===== src/rtl/i2c_regptr_ctrl.sv =====
module i2c_regptr_ctrl #(
  parameter logic [6:0] DEV_ADDR = 7'h68,
  parameter int DEPTH = 64,
  parameter int SNAP = 7
) (
  input  logic       clk,
  input  logic       rst_n,
  input  logic       start_seen,
  input  logic       rstart_seen,
  input  logic       stop_seen,
  input  logic       addr_seen,
  input  logic [7:0] addr_byte,
  input  logic       wbyte_seen,
  input  logic [7:0] wbyte,
  input  logic       rreq,
  input  logic       tk_we,
  input  logic [2:0] tk_idx,
  input  logic [7:0] tk_data,
  output logic       ack,
  output logic       rvalid,
  output logic [7:0] rbyte
);
  localparam int AW = $clog2(DEPTH);
  localparam int SW = $clog2(SNAP);
  localparam logic [2:0] S_IDLE = 3'd0, S_ADDR = 3'd1, S_PTR = 3'd2,
                         S_WDATA = 3'd3, S_RDATA = 3'd4;

  logic [2:0]    st;
  logic [AW-1:0] ptr;
  logic [7:0]    mem [DEPTH];
  logic [7:0]    shadow [SNAP];

  wire addr_hit = addr_byte[7:1] == DEV_ADDR;
  wire in_snap  = ptr < AW'(SNAP);
  wire [7:0] rd_src = in_snap ? shadow[ptr[SW-1:0]] : mem[ptr];

  always_ff @(posedge clk) begin
    if (!rst_n) begin
      st     <= S_IDLE;
      ptr    <= '0;
      ack    <= 1'b0;
      rvalid <= 1'b0;
      rbyte  <= '0;
      for (int i = 0; i < DEPTH; i++) mem[i] <= '0;
      for (int i = 0; i < SNAP; i++) shadow[i] <= '0;
    end else begin
      ack    <= 1'b0;
      rvalid <= 1'b0;
      if (tk_we) mem[AW'(tk_idx)] <= tk_data;
      if (stop_seen) begin
        st <= S_IDLE;
      end else if (start_seen || rstart_seen) begin
        st <= S_ADDR;
      end else if (addr_seen && st == S_ADDR) begin
        if (addr_hit) begin
          ack <= 1'b1;
          st  <= addr_byte[0] ? S_RDATA : S_PTR;
          for (int i = 0; i < SNAP; i++) shadow[i] <= mem[i];
        end else begin
          st <= S_IDLE;
        end
      end else if (wbyte_seen && st == S_PTR) begin
        ack <= 1'b1;
        ptr <= wbyte[AW-1:0];
        st  <= S_WDATA;
      end else if (wbyte_seen && st == S_WDATA) begin
        ack      <= 1'b1;
        mem[ptr] <= wbyte;
        ptr      <= ptr + 1'b1;
      end else if (rreq && st == S_RDATA) begin
        rvalid <= 1'b1;
        rbyte  <= rd_src;
        ptr    <= ptr + 1'b1;
      end
    end
  end
endmodule


===== config.mk =====
export PLATFORM = sky130hd
export DESIGN_NAME = i2c_regptr_ctrl
export DESIGN_NICKNAME = d
export VERILOG_FILES = /design/src/rtl/i2c_regptr_ctrl.sv
export SDC_FILE = /design/constraint.sdc
export NUM_CORES = 1
export LEC_CHECK = 0
export ABC_AREA = 1
export BUFFER_PORTS_ARGS = -buffer_cell sky130_fd_sc_hd__clkbuf_2
export CORE_ASPECT_RATIO = 0.5
export CORE_MARGIN = 2
export CORE_UTILIZATION = 60
export DETAILED_ROUTE_END_ITERATION = 10
export PLACE_DENSITY = 0.76
export SKIP_LAST_GASP = 1
export SLEW_MARGIN = 0
export SYNTH_ARGS = -nofsm -noshare
export SYNTH_HDL_FRONTEND = slang
export SYNTH_SLANG_ARGS = --single-unit

===== constraint.sdc =====
create_clock -name clk -period 4.6 [get_ports clk]
set_input_delay 0.92 -clock clk [delete_from_list [all_inputs] [get_ports clk]]
set_output_delay 0.92 -clock clk [all_outputs]
set_load 0.05 [all_outputs]

* Word level (Yosys, flattened, before mapping)
Memory sizes are Yosys's and may differ from the RTL's. A register that Yosys moved wholly into a read port is not among the register bits.
Cells that the tools add are included.
** Operators by class
- Add/subtract/negate cells :: 1
- Magnitude comparators :: 1
- Equality and inequality tests :: 5
- Mux-type cells :: 46
- Bitwise logic cells :: 13
- Reduce and logical (&&, ||, !) cells :: 15
** Operator list (count)
- 2-to-1 mux 8 bit :: 10
- 2-to-1 mux 6 bit :: 7
- 2-to-1 mux 1 bit :: 23
- 2-to-1 mux 3 bit :: 6
- OR reduction 8 bit :: 2
- equality test 7 bit (second input constant) :: 1
- bitwise OR 1 bit :: 7
- adder 6 x 1 -> 6 bit (second input constant) :: 1
- equality test 3 x 2 -> 1 bit (second input constant) :: 2
- < comparator 6 x 3 -> 1 bit (second input constant) :: 1
- inverter 1 bit :: 6
- AND reduction 6 bit :: 1
- nonzero test 3 bit :: 2
- OR reduction 6 bit :: 1
- logical AND 1 bit :: 4
- AND reduction 4 bit :: 1
- equality test 3 x 1 -> 1 bit (second input constant) :: 1
- equality test 3 bit (second input constant) :: 1
- OR reduction 3 bit :: 1
- nonzero test 2 bit :: 1
- OR reduction 2 bit :: 1
- logical OR 1 bit :: 1
** Word-level totals
- Register bits after elaboration :: 19
- RAM bits :: 568
- Input bits :: 36
- Word-level logic and storage cells :: 89
- Memories :: 2
** Memories
- mem :: words 64, width 8, rd ports 8, clocked after memory_dff 1, write ports 64, line 30 : logic [7:0] mem [DEPTH];
- shadow :: words 7, width 8, rd ports 1, clocked after memory_dff 1, write ports 7, line 31 : logic [7:0] shadow [SNAP];

* Depth between registers and ports, before layout
Gate-level depths: netlist (run 1).
- Depth after elaboration :: 11
- Gate-level depth with buffers :: 13
- Gate-level depth less buffers :: 11

* Least setup slack after synthesis (run 1)
Ideal clock, no wire load.
- Kind :: input to register
- Start :: in addr_byte[4]
- End :: mem shadow[0][0], enable pin
- Library setup time :: 0.415 ns
- Arrival :: 2.690 ns
- Data required time :: 4.185 ns
- Setup slack :: 1.495 ns
- Stages on the path :: 6
- Buffers on the path :: 0
- Path through :: inv_1 nor2_1 nand3_1 nor4_1 nand3_1 nand2_1
** RTL lines
- start: declaration :: line 12 : input logic [7:0] addr_byte,
- end: declaration :: line 31

==> summary.txt, run 1 <==
Route
  – # DRC: 0
  – Routed via count: 21600
  – Via density: a little over 6
  – 1st-iter DRT viols: 3329
  – Wire per inst: 21.23 um
  – Met2 routed WL: approximately 34000 um
  – Antenna-violating nets left: 0
  – DR pass1 iterations: 6
  – Drt total wl: between 70000 and 80000 um
  – Highest Signal Layer: met4
  – Wire length on met1: 29040 um
  – Met3 routed WL: between 10000 and 15000 um

Layout
  – Fraction of layout cells with a size suffix above 1: 0.07543
  – Synth-to-Final Area Change: 8.311%
  – # fillers: around 3500
  – Nets: 2940
  – N_diodes: 0

Global routing
  – Largest net degree at the start of global routing: approximately 180
  – GRT Util Overall: 0.3140
  – Total grt overflow: 0
  – First-pass GRT wire length: around 110000 um
  – Number of global-route vias before repair: approximately 20000
  – Initial antenna violation count: 0

Yosys
  – Post-Synth Adder-Cell Area: 0.0004522
  – Synth warn: 0
  – Synth Area in Simple Gates: 0.2968
  – Avg Synthesized Cell Area: slightly above 9 um2
  – Synth Area in Compound Gates: 0.02804
  – Cells after Synth: 2961
  – Largest family of logic cells by synthesized area: simple AND/OR/NAND/NOR gates
  – Xor and xnor fraction of the mapped netlist area: 0
  – Post-synthesis mux area share: 0
  – Synth cell types: 31
  – Seq/Total Area, Yosys: 0.6316
  – Synth Net Count: around 3000
  – Mapped Area: about 0.028 mm2
  – Seq cells post-synth: 593

Power
  – Clock power frac: 0.401
  – Reg power frac: 0.558
  – Cell Pwr Density: about 370 mW/mm2
  – Psw: about 2300 uW
  – Combinational Power Share: 0.041
  – Internal: a little under 9000 uW
  – Sw Share: 0.2124
  – IR drop worst, VDD: 0.2885 mV
  – Leakage: 0.01220 uW

STA
  – Final hold vios: 0
  – Fin crit period: roughly 3.3 ns
  – Max-slew headroom: 0.2165
  – Setup Total Neg Slack: 0 ns
  – Worst setup margin: 1.298 ns
  – Final setup viols: 0
  – WHS: ~0.52 ns
  – RSZ-0062 raised after global routing: false
  – Slew Viols, Final: 0
  – Clock Skews: 0.01572 ns
  – Period utilisation layout: 0.7179
  – F_max: around 300 MHz
  – Worst-Margin Slew: between 1 and 1.5 ns

CTS
  – Num CTS Buffers: 51
  – CTS root buf: clkbuf_16
  – Cts hold-fix bufs: 0
  – CTS tree: done
  – Clk Latency, worst-skew pair: approximately 0.59 ns
  – Clk slew on worst S/H paths: ~0.070 ns
  – Post-CTS Repair Setup Buffers: 0
  – CTS sink cnt: around 590
  – CTS resizes: 0
  – Deepest clock path buffer count: 3
  – H-tree depth: 2

Setup path
  – Startpoint Class: flip-flop
  – Most frequent CP cell: nand3_1
  – Worst Setup End Kind: flip-flop
  – Slowest-stage cell, CP: buf_4
  – CP Cell Sequence: buf_4, nand3_1, nand3_1, nand2_1, nand2_1, nand3_1, nand3_1, nand3_1, nand2_1, a21oi_1
  – Max incr delay on CP: roughly 0.95 ns
  – Crit path max fanout: 96
  – Arr. time, crit path: 3.78 ns
  – Crit path required time: just over 5 ns
  – Setup CP Type: flip-flop to flip-flop

Placed design
  – Dpl ws: between 0.9 and 1 ns
  – Post-DP HPWL: between 40000 and 50000 um
  – Input/output buffers: 45
  – GPL Wtd Cong: approximately 0.94

Floorplanning
  – Die ar.: approximately 0.048 mm2
  – Initial Util: 0.6102
  – Die H: between 150 and 200 um
  – Row count: between 50 and 60
  – Core Area: between 0.04 and 0.05 mm2
  – Ports: between 40 and 50
  – Die X: 307.7 um

Flow run
  – Max-cap violation count: 0

Run status
  – Status: complete, no violations

Min path
  – Min-delay worst type: input port to flip-flop
## critical path: cells and delay by family, from the launching register on
| family | cells | cell delay [ns] |
|---|---|---|
| compound gates | 1 | 0.08 |
| flops | 1 | 0.71 |
| simple gates | 8 | 1.36 |
| buf+inv | 1 | 0.95 |
## state kept, by name (all words and copies together) (netlist names), named ones only
name,flops
rbyte,8
mem,512
ptr,6
st,3
rvalid,1
ack,1
shadow,56
## cell usage in the layout (no fill, tap or decap), drive strengths merged
| master | synthesis | final |
|---|---|---|
| clkbuf | 171 | 117 |
| inv | 95 | 95 |
| o211ai | 16 | 16 |
| nand3 | 481 | 481 |
| ha | 1 | 1 |
| dfxtp | 33 | 33 |
| nand4 | 56 | 56 |
| nand3b | 1 | 1 |
| clkinv | 1 | 15 |
| nand2 | 823 | 823 |
| bufinv | 0 | 6 |
| buf | 41 | 57 |
| a211oi | 1 | 1 |
| a31oi | 3 | 3 |
| nor4 | 3 | 3 |
| o21ai | 98 | 98 |
| o22ai | 8 | 8 |
| nor2 | 538 | 538 |
| a21oi | 17 | 17 |
| edfxtp | 560 | 560 |
| nor3 | 14 | 14 |
## final timing paths
check | from | to | slack [ns] | cells after the start
max | flip-flop | rbyte[2] | 1.30 | 10
min reg2reg | mem[6][3] | shadow[6][3] | 0.52 | 2
max reg2reg | flip-flop | rbyte[2] | 1.30 | 10
min | stop_seen | st[0] | 0.52 | 2
## power groups by stage
stage               combinational, uW  sequential, uW  clock, uW
floorplan                         265            6220          0
global placement                  426            6240          0
detailed placement                433            6240          0
CTS                               435            6130       4420
global route                      476            6140       4620
finish                            446            6130       4410
## stage by stage
stage	area (um2)	util	cells	total power, uW
floorplan	27670	-	2961	6489
global placement	28300	0.6240	3448	6667
detailed placement	28300	0.6240	3448	6678
CTS	29970	0.6609	3541	10980
global route	29970	0.6609	3541	11240
finish	29970	0.6609	3541	10980
## logic make-up after synthesis
kind of cell,Yosys count
AO/OA/AOI/OAI,143
adder cells (fa/ha/maj),1
flip-flops,593
AND/OR/NAND/NOR,1916
buffers and inverters,308
## final cells by class
class                           instances  area (um2)  area share
Inverter                               96       370.4     0.01236
Multi-Input combinational cell       2060        9010      0.3006
Clock inverter                         20       239.0    0.007974
Tap cell                              598       748.2     0.02497
Timing Repair Buffer                  101       685.7     0.02288
Sequential cell                       593       17490      0.5834
Clock buffer                           73        1431     0.04776
## synthesized netlist by cell type (all sizes together)
cell type | number | share of area
a211oi | 1 | 0.00027
a21oi | 17 | 0.0032
a31oi | 3 | 0.00068
buf | 41 | 0.0069
clkbuf | 171 | 0.023
clkinv | 1 | 0.00014
dfxtp | 33 | 0.024
edfxtp | 560 | 0.61
ha | 1 | 0.00045
inv | 95 | 0.013
nand2 | 823 | 0.12
nand3 | 481 | 0.087
nand3b | 1 | 0.00027
nand4 | 56 | 0.013
nor2 | 538 | 0.073
nor3 | 14 | 0.0047
nor4 | 3 | 0.0011
o211ai | 16 | 0.0043
o21ai | 98 | 0.018
o22ai | 8 | 0.0018
## routing by layer
metal  vias up  global-route usage
met5         -                   0
met4         0              0.1010
met3       183             0.06126
met2      1415              0.4903
met1     10100              0.4484
li1       9900                   -
Power figures use the tool's default switching activity.
==> inputs of run 2 (changes only) <==
--- a/config.mk
+++ b/config.mk
@@ -9,9 +9,9 @@
 export BUFFER_PORTS_ARGS = -buffer_cell sky130_fd_sc_hd__clkbuf_2
 export CORE_ASPECT_RATIO = 0.5
 export CORE_MARGIN = 2
-export CORE_UTILIZATION = 60
+export CORE_UTILIZATION = 57
 export DETAILED_ROUTE_END_ITERATION = 10
-export PLACE_DENSITY = 0.76
+export PLACE_DENSITY = 0.75
 export SKIP_LAST_GASP = 1
 export SLEW_MARGIN = 0
 export SYNTH_ARGS = -nofsm -noshare
==> constraint.sdc (replaced) <==
create_clock -name clk -period 3 [get_ports clk]
set_input_delay 0.6 -clock clk [delete_from_list [all_inputs] [get_ports clk]]
set_output_delay 0.6 -clock clk [all_outputs]
set_load 0.05 [all_outputs]
==> run 2 against run 1 <==
  * Combinational power is 56% higher
  * Utilization is 2.2 points lower
  * Critical path type unchanged
  * Maximum frequency is 34% higher
  * Clock power is 58% higher
  * Critical path depth is 1 lower
  * First-iteration DRC count is 3.4% higher
  * Total power is 55% higher
  * Clock skew is 0.00066 ns higher
  * Worst setup slack worse by 0.76 ns
  * Via count is 0.63% higher
==> summary.txt, run 2 (synthesis gave the netlist of run 1 again) <==
Floorplanning
  – Ports: 46
  – Initial Util: 0.5739
  – Row count: between 50 and 60
  – Die X: 315.6 um
  – Die H: about 160 um
  – Die ar.: slightly above 0.05 mm2
  – Core Area: 0.04821 mm2

Placed design
  – Input/output buffers: 45
  – Placed insts: 3562
  – GPL Wtd Cong: about 0.9
  – Post-DP HPWL: between 40000 and 50000 um

Setup path
  – Crit path required time: between 3 and 4 ns
  – Startpoint Class: flip-flop
  – Worst Setup End Kind: flip-flop
  – Arr. time, crit path: 2.71 ns
  – Crit path max fanout: 9
  – Setup CP Type: flip-flop to flip-flop

Global routing
  – Initial antenna violation count: 0
  – Largest net degree at the start of global routing: 101
  – Number of global-route vias before repair: 20320
  – Total grt overflow: 0
  – First-pass GRT wire length: 115900 um
  – GRT Util Overall: 0.3003

Min path
  – Min-delay worst type: input port to flip-flop

Route
  – # DRC: 0
  – DR pass1 iterations: 8
  – Antenna-violating nets left: 0
  – Via density: approximately 5.9
  – Drt total wl: 75630 um
  – Wire per inst: 20.66 um
  – Routed via count: 21740
  – 1st-iter DRT viols: around 3400

Layout
  – Largest register by flop count: mem
  – Largest regs: mem x512, shadow x56, rbyte x8
  – Max FFs per register: a little over 500
  – Synth-to-Final Area Change: 11.23%
  – Area of the multi-input gates: 0.009002 mm2
  – # fillers: roughly 3800
  – N_diodes: 0
  – Final std cells w/o fill: about 3700
  – Fraction of layout cells with a size suffix above 1: 0.09963
  – Commonest non-fill, non-tap cell in the layout: nand2_1
  – Sequential cell area: 0.01749 mm2
  – Most frequent cells in the layout: nand2_1 (799), edfxtp_1 (560), nor2_1 (536), nand3_1 (481), buf_4 (101)
  – Nets: between 3000 and 4000

STA
  – Worst-Margin Slew: 1.149 ns
  – Final hold vios: 0
  – F_max: ~410 MHz
  – Fin crit period: roughly 2.5 ns
  – Period utilisation layout: 0.8204
  – RSZ-0062 raised after global routing: false
  – Final setup viols: 0
  – Max-slew headroom: 0.2332
  – Slew Viols, Final: 0
  – Setup Total Neg Slack: 0 ns
  – Clock Skews: ~0.016 ns

Run status
  – Status: complete, no violations

CTS
  – CTS root buf: clkbuf_16
  – CTS sink cnt: 593
  – Clk slew on worst S/H paths: around 0.060 ns
  – CTS tree: done
  – Post-CTS Repair Setup Buffers: 0
  – Clk Latency, worst-skew pair: ~0.59 ns
  – H-tree depth: 2
  – Cts hold-fix bufs: 0
  – CTS resizes: 0
  – Deepest clock path buffer count: 3
  – Num CTS Buffers: 52

Power
  – IR drop worst, VDD: just under 0.4 mV
  – Cell Pwr Density: 554.5 mW/mm2
  – Leakage: 0.01261 uW

Flow run
  – Max-cap violation count: 0
==> run 2: cell types whose count changed in the layout (fill, tap and decap cells not counted), sizes merged <==
cell / previous run / this run
buf: 57 / 120
clkbuf: 117 / 109
clkinv: 15 / 23
inv: 95 / 98
bufinv: 6 / 7
clkinvlp: 0 / 1
==> run 2: layout make-up <==
cell class,count,share of cell area
sequential,593,0.5681
inverter,96,0.01203
timing repair buffer,164,0.04415
multi-input combinational,2060,0.2925
tap,649,0.02638
clock buffer,65,0.04553
clock inverter,33,0.01130
==> run 2: through the flow <==
| step | setup WS, ns | utilization | hold WS (ns) | instance area, um2 | total power, uW |
|---|---|---|---|---|---|
| finish | 0.5389 | 0.6384 | 0.2161 | 30780 | 17070 |
| global route | 0.4159 | 0.6384 | 0.2070 | 30780 | 17480 |
| CTS | 0.5508 | 0.6384 | 0.2065 | 30780 | 17070 |
| detailed placement | 0.1789 | 0.6021 | 0.5304 | 29030 | 10260 |
| global placement | 0.2688 | 0.6021 | 0.5275 | 29030 | 10240 |
| floorplan | 0.2146 | - | 0.5039 | 27670 | 9950 |
==> run 2: path summary, 6_finish.rpt <==
path / slack (ns) / start / to / depth (start not counted)
max: 0.54 / st[0] / mem[40][6] / 9
min: 0.22 / stop_seen / st[0] / 2
max reg2reg: 0.54 / st[0] / mem[40][6] / 9
min reg2reg: 0.55 / mem[6][6] / shadow[6][6] / 2
==> run 2: report_power, final <==
| part | switching, uW | internal [uW] |
|---|---|---|
| Sequential | 101 | 9300 |
| Clock | 3040 | 3930 |
| Combinational | 544 | 151 |
| Total | 3680 | 13400 |
==> run 2: worst max-delay path: stages (launching register included) <==
cell     delay [ns]
dfxtp_1        0.34
inv_1          0.09
nor4_2         0.31
nand3_1        0.17
inv_1          0.22
nand2_2        0.15
nor3_4         0.24
buf_12         0.21
nand2_4        0.10
nand2_1        0.28
==> run 2: metal layers <==
layer  track usage  up-vias  routed length (um)
met3       0.06727      216                9897
met5             0        -                   0
li1              -    10040                   -
met2        0.4702     1411               34560
met4       0.09651        0                2537
met1        0.4204    10070               28630
